## config.mk

```make
export PLATFORM = sky130hd
export DESIGN_NAME = wcs_status_responder
export DESIGN_NICKNAME = d
export VERILOG_FILES = /design/src/rtl/wcs_pkg.sv /design/src/rtl/wcs_access_detect.sv /design/src/rtl/wcs_toggle_keeper.sv /design/src/rtl/wcs_status_encode.sv /design/src/rtl/wcs_read_fsm.sv /design/src/rtl/wcs_status_responder.sv
export SDC_FILE = /design/constraint.sdc
export NUM_CORES = 1
export LEC_CHECK = 0
export ABC_AREA = 0
export BUFFER_PORTS_ARGS = -buffer_cell sky130_fd_sc_hd__buf_2
export CAP_MARGIN = 5
export CORE_AREA = 2 2 47 49
export DETAILED_ROUTE_END_ITERATION = 8
export DIE_AREA = 0 0 49 51
export PLACE_DENSITY_LB_ADDON = 0.15
export SLEW_MARGIN = 10
export SYNTH_ARGS = -nofsm -noshare
export SYNTH_HDL_FRONTEND = slang
export SYNTH_HIERARCHICAL = 1
export SYNTH_SLANG_ARGS = --single-unit
```

## constraint.sdc

```tcl
create_clock -name clk -period 2.35 [get_ports clk]
set_input_delay 0.3525 -clock clk [delete_from_list [all_inputs] [get_ports clk]]
set_output_delay 0.3525 -clock clk [all_outputs]
set_load 0.02 [all_outputs]
```

## src/rtl/wcs_pkg.sv

```systemverilog
package wcs_pkg;
    typedef enum logic [1:0] {
        BUS_RELEASED = 2'd0,
        ARRAY_READ   = 2'd1,
        STATUS_READ  = 2'd2
    } rd_state_e;
endpackage

```

## src/rtl/wcs_access_detect.sv

```systemverilog
module wcs_access_detect (
    input  logic clk,
    input  logic rst_n,
    input  logic ce_n,
    input  logic oe_n,
    output logic sel,
    output logic access_start
);
    logic sel_q;

    assign sel          = ~ce_n & ~oe_n;
    assign access_start = sel & ~sel_q;

    always_ff @(posedge clk or negedge rst_n) begin
        if (!rst_n) sel_q <= 1'b0;
        else        sel_q <= sel;
    end
endmodule

```

## src/rtl/wcs_toggle_keeper.sv

```systemverilog
module wcs_toggle_keeper (
    input  logic clk,
    input  logic rst_n,
    input  logic busy,
    input  logic access_start,
    output logic tog_next
);
    logic tog_q;

    // Flip only on a fresh access while programming; value persists otherwise.
    assign tog_next = tog_q ^ (busy & access_start);

    always_ff @(posedge clk or negedge rst_n) begin
        if (!rst_n) tog_q <= 1'b0;
        else        tog_q <= tog_next;
    end
endmodule

```

## src/rtl/wcs_status_encode.sv

```systemverilog
module wcs_status_encode #(
    parameter int DATA_W = 8,
    parameter int ADDR_W = 15
) (
    input  logic [ADDR_W-1:0] rd_addr,
    input  logic [ADDR_W-1:0] last_addr,
    input  logic [DATA_W-1:0] last_data,
    input  logic              poll_inhibit,
    input  logic              tog,
    output logic [DATA_W-1:0] status
);
    localparam int POLL_BIT = DATA_W - 1;
    localparam int TOG_BIT  = DATA_W - 2;

    logic addr_hit;
    logic poll_val;

    assign addr_hit = (rd_addr == last_addr);
    assign poll_val = addr_hit & (poll_inhibit ? last_data[POLL_BIT] : ~last_data[POLL_BIT]);

    genvar b;
    generate
        for (b = 0; b < DATA_W; b++) begin : g_bit
            if (b == POLL_BIT) begin : g_poll
                assign status[b] = poll_val;
            end else if (b == TOG_BIT) begin : g_tog
                assign status[b] = tog;
            end else begin : g_rsvd
                assign status[b] = 1'b0;
            end
        end
    endgenerate
endmodule

```

## src/rtl/wcs_read_fsm.sv

```systemverilog
module wcs_read_fsm
    import wcs_pkg::*;
#(
    parameter int DATA_W = 8
) (
    input  logic              clk,
    input  logic              rst_n,
    input  logic              sel,
    input  logic              busy,
    input  logic [DATA_W-1:0] status,
    input  logic [DATA_W-1:0] arr_rdata,
    output logic [DATA_W-1:0] rd_data,
    output logic              drive_en
);
    rd_state_e         state_q, state_d;
    logic [DATA_W-1:0] payload_q;

    always_comb begin
        state_d = BUS_RELEASED;
        unique case (state_q)
            BUS_RELEASED,
            ARRAY_READ,
            STATUS_READ: begin
                if (!sel)      state_d = BUS_RELEASED;
                else if (busy) state_d = STATUS_READ;
                else           state_d = ARRAY_READ;
            end
            default:           state_d = BUS_RELEASED;
        endcase
    end

    always_ff @(posedge clk or negedge rst_n) begin
        if (!rst_n) begin
            state_q   <= BUS_RELEASED;
            payload_q <= '0;
        end else begin
            state_q <= state_d;
            unique case (state_d)
                STATUS_READ:  payload_q <= status;
                ARRAY_READ:   payload_q <= arr_rdata;
                default:      payload_q <= '0;
            endcase
        end
    end

    always_comb begin
        drive_en = 1'b0;
        rd_data  = '0;
        unique case (state_q)
            BUS_RELEASED: begin
                drive_en = 1'b0;
                rd_data  = '0;
            end
            ARRAY_READ,
            STATUS_READ: begin
                drive_en = 1'b1;
                rd_data  = payload_q;
            end
            default: begin
                drive_en = 1'b0;
                rd_data  = '0;
            end
        endcase
    end
endmodule

```

## src/rtl/wcs_status_responder.sv

```systemverilog
module wcs_status_responder #(
    parameter int DATA_W = 8,
    parameter int ADDR_W = 15
) (
    input  logic              clk,
    input  logic              rst_n,
    input  logic              ce_n,
    input  logic              oe_n,
    input  logic [ADDR_W-1:0] rd_addr,
    input  logic [DATA_W-1:0] arr_rdata,
    input  logic              busy,
    input  logic              poll_inhibit,
    input  logic [ADDR_W-1:0] last_addr,
    input  logic [DATA_W-1:0] last_data,
    output logic [DATA_W-1:0] rd_data,
    output logic              drive_en
);
    logic              sel;
    logic              access_start;
    logic              tog_next;
    logic [DATA_W-1:0] status;

    wcs_access_detect u_detect (
        .clk          (clk),
        .rst_n        (rst_n),
        .ce_n         (ce_n),
        .oe_n         (oe_n),
        .sel          (sel),
        .access_start (access_start)
    );

    wcs_toggle_keeper u_toggle (
        .clk          (clk),
        .rst_n        (rst_n),
        .busy         (busy),
        .access_start (access_start),
        .tog_next     (tog_next)
    );

    wcs_status_encode #(.DATA_W(DATA_W), .ADDR_W(ADDR_W)) u_encode (
        .rd_addr      (rd_addr),
        .last_addr    (last_addr),
        .last_data    (last_data),
        .poll_inhibit (poll_inhibit),
        .tog          (tog_next),
        .status       (status)
    );

    wcs_read_fsm #(.DATA_W(DATA_W)) u_fsm (
        .clk       (clk),
        .rst_n     (rst_n),
        .sel       (sel),
        .busy      (busy),
        .status    (status),
        .arr_rdata (arr_rdata),
        .rd_data   (rd_data),
        .drive_en  (drive_en)
    );
endmodule

```

==> results_dict.tcl <==
set metrics [dict create \
    path_class "reg -> out" \
    grt_start_max_net_pins 13 \
    cp.required_ns 2.00 \
    p_leak_nw 0.552 \
    netlist.area_leader.share_pct 38.3 \
    fin_worst_skew_ns 0.00165 \
    grt_busiest_layer "met2" \
    final_nets 188 \
    track_usage_pct 12.8 \
    tritoncts "yes" \
    path_cells "ha_1 > and2_1 > buf_2" \
    fin_crit_sh_pct 71.3 \
    yosys.area_share.simple_pct 19.3 \
    drv_slew 0 \
    syn_area_per_cell_sq_um 9.79 \
    hold_class "in -> reg" \
    cts_setup_buffers 0 \
    cp_num_cells 3 \
    synth_compound_area_share_pct 7.67 \
    hold_viol 0 \
    use_met1_pct 14.9 \
    yosysTopAreaCell "dfrtp_1" \
    cp.arrival_ns 1.32 \
    n_antenna_cell 0 \
    whs_ns 0.283 \
    num_rows 17 \
    cpPeakStageDelay_ns 0.37 \
    final_common_cell "buf_2" \
    rsz0062_at_grt "false" \
    portBuffers 53 \
    grt_pass1_vias 620 \
    avgViaCountPerCell 4.32 \
    drive_gt1_share_pct 44.3 \
    synth_fa_ha_area_share_pct 4.79 \
    layout_common_cells "buf_2, xnor2_1, dfrtp_1, nor2_1" \
    netlist_instances 80 \
    yosys_warnings 6 \
    cts_buffer_depth 2 \
    use_met3_pct 0.877 \
    setup_violations 0 \
    finalNonFillerCells 159 \
    synth.area.top_cells "dfrtp_1, xnor2_1, a22oi_1" \
    endpoint_kind "output port" \
    p_per_area_mw_per_mm2 428 \
    critPathSlowestCell "dfrtp_1" \
    num_vias 687 \
    num-fill-cells 207 \
    die_h_um 51 \
    htreeDepth 1 \
    hold_buffers 1 \
    synth.ff_latch_count 12 \
    antenna_found_initial 0 \
    ant_nets 0 \
    yosysUniqueCellTypes 18 \
    drt-pass1-iter-count 2 \
    start_util_pct 38.0 \
    ff2ff_path_depth 5 \
    dieArea_sq_mm 0.00250 \
    fmax_ghz 0.597 \
    grt.met2_usage_pct 21.5 \
    critPathMaxFanout 9 \
    grt_pass1_wl_mm 2.42 \
    ir_worst_vdd_v 0.000143 \
    muxShareOfSynthArea_pct 0 \
    synth-xor-area-share_pct 19.0 \
    cts.repair.resized 0 \
    ios 61 \
    postRouteWirelength_mm 1.43 \
    synth_top_family_by_area "simple AND/OR/NAND/NOR gates" \
    core_area_sq_mm 0.00206 \
    min_period_ns 1.68 \
    grt_overflow_total 0 \
    hold_depth 2 \
    synth_area_sq_um 783 \
    worst-path-buf-inv 1 \
    start_kind "flop" \
    dr.first_iter.drc_count 8 \
    outcome "finished clean" \
    max_cap_viol_count 0 \
    clkSinkCount 12 \
    dp_hpwl_mm 1.29 \
    numCtsBuffers 3 \
    path_clk_slew_ns 0.06 \
    die_x_um 49 \
    avgRoutedWirePerCell_um 8.98 \
    yosysSeqAreaShare_pct 38.3 \
    worstSkewPairLatency_ns 0.26 \
    tns_ns 0 \
    placedCellCount 155 \
    gp_congestion 0.700 \
    root_buffer "clkbuf_4" \
    drc 0 \
    syn_to_final_growth_pct 35.5 \
    crit_family "flip-flops" \
]
[routing by layer]
metal  wire [um]  share of wire, %
met1         550                39
met2         732                51
met3         117               8.2
met4          27               1.9
met5           0                 0
[cells by family (layout without fill, tap and decap cells)]
family | count (synthesis) | in the layout
adders and majority gates | 3 | 3
and+or+nand+nor | 26 | 26
buffers and inverters | 13 | 59
xor gates and xnor gates | 17 | 17
other | 1 | 6
AOI/OAI and AO/OA | 8 | 8
DFF | 12 | 12
[cells in the mapped netlist]
cell type / count
a22oi_1: 8
and2_1: 8
buf_1: 1
buf_2: 1
buf_4: 8
clkbuf_2: 1
conb_1: 1
dfrtp_1: 12
ha_1: 3
inv_1: 2
nand2_1: 1
nand3b_1: 1
nand4_1: 4
nor2_1: 9
nor3_2: 1
nor4_2: 1
or3b_1: 1
xnor2_1: 17
[metrics by stage]
step / utilization, % / power (mW) / instance area [sq um] / setup slack (ns)
4_1_cts: 51.4 / 0.463 / 1060 / 0.639
6_report: 51.4 / 0.454 / 1060 / 0.674
3_3_place_gp: 49.8 / 0.339 / 1030 / 0.622
5_1_grt: 51.4 / 0.483 / 1060 / 0.573
3_5_place_dp: 49.8 / 0.343 / 1030 / 0.605
2_1_floorplan: - / 0.307 / 802 / 0.768
[worst register-to-register path, delay by kind of cell, from the launching register on]
kind / cells / cell delay [ns]
AO/OA/AOI/OAI: 1 / 0.22
adder cells (fa/ha/maj): 2 / 0.51
flip-flops: 1 / 0.37
AND/OR/NAND/NOR: 2 / 0.45
[power by group]
| group | switching (mW) | total, mW | internal (mW) |
|---|---|---|---|
| logic | 0.0510 | 0.114 | 0.0626 |
| clock network | 0.0565 | 0.116 | 0.0591 |
| registers | 0.00471 | 0.225 | 0.220 |
| total | 0.112 | 0.454 | 0.342 |
[area by class of cell]
cell class	instances	area, sq um	area share, %
Multi-Input combinational cell	60	420	39.6
Sequential cell	12	300	28.3
Tap cell	28	35.0	3.30
Clock buffer	3	22.5	2.12
Timing Repair Buffer	54	275	25.9
Inverter	2	7.51	0.708
[sequential cells by signal, indices dropped and copies added, names as in the netlist]
register,cells
u_detect/sel_q,1
u_fsm/payload_q,8
u_fsm/state_q,2
u_toggle/tog_q,1
[path summary, 6_finish.rpt]
check | from | end | slack, ns
max | u_fsm/state_q[0] | rd_data[0] | 0.67
min | ce_n | u_detect/sel_q | 0.28
max reg2reg | u_fsm/state_q[0] | u_fsm/payload_q[7] | 0.69
min reg2reg | u_toggle/tog_q | u_toggle/tog_q | 0.49
max in group asynchronous | rst_n | u_fsm/payload_q[4] | 1.66
min in group asynchronous | rst_n | u_detect/sel_q | 0.49
Note: power is estimated with default switching activity, not from simulation.
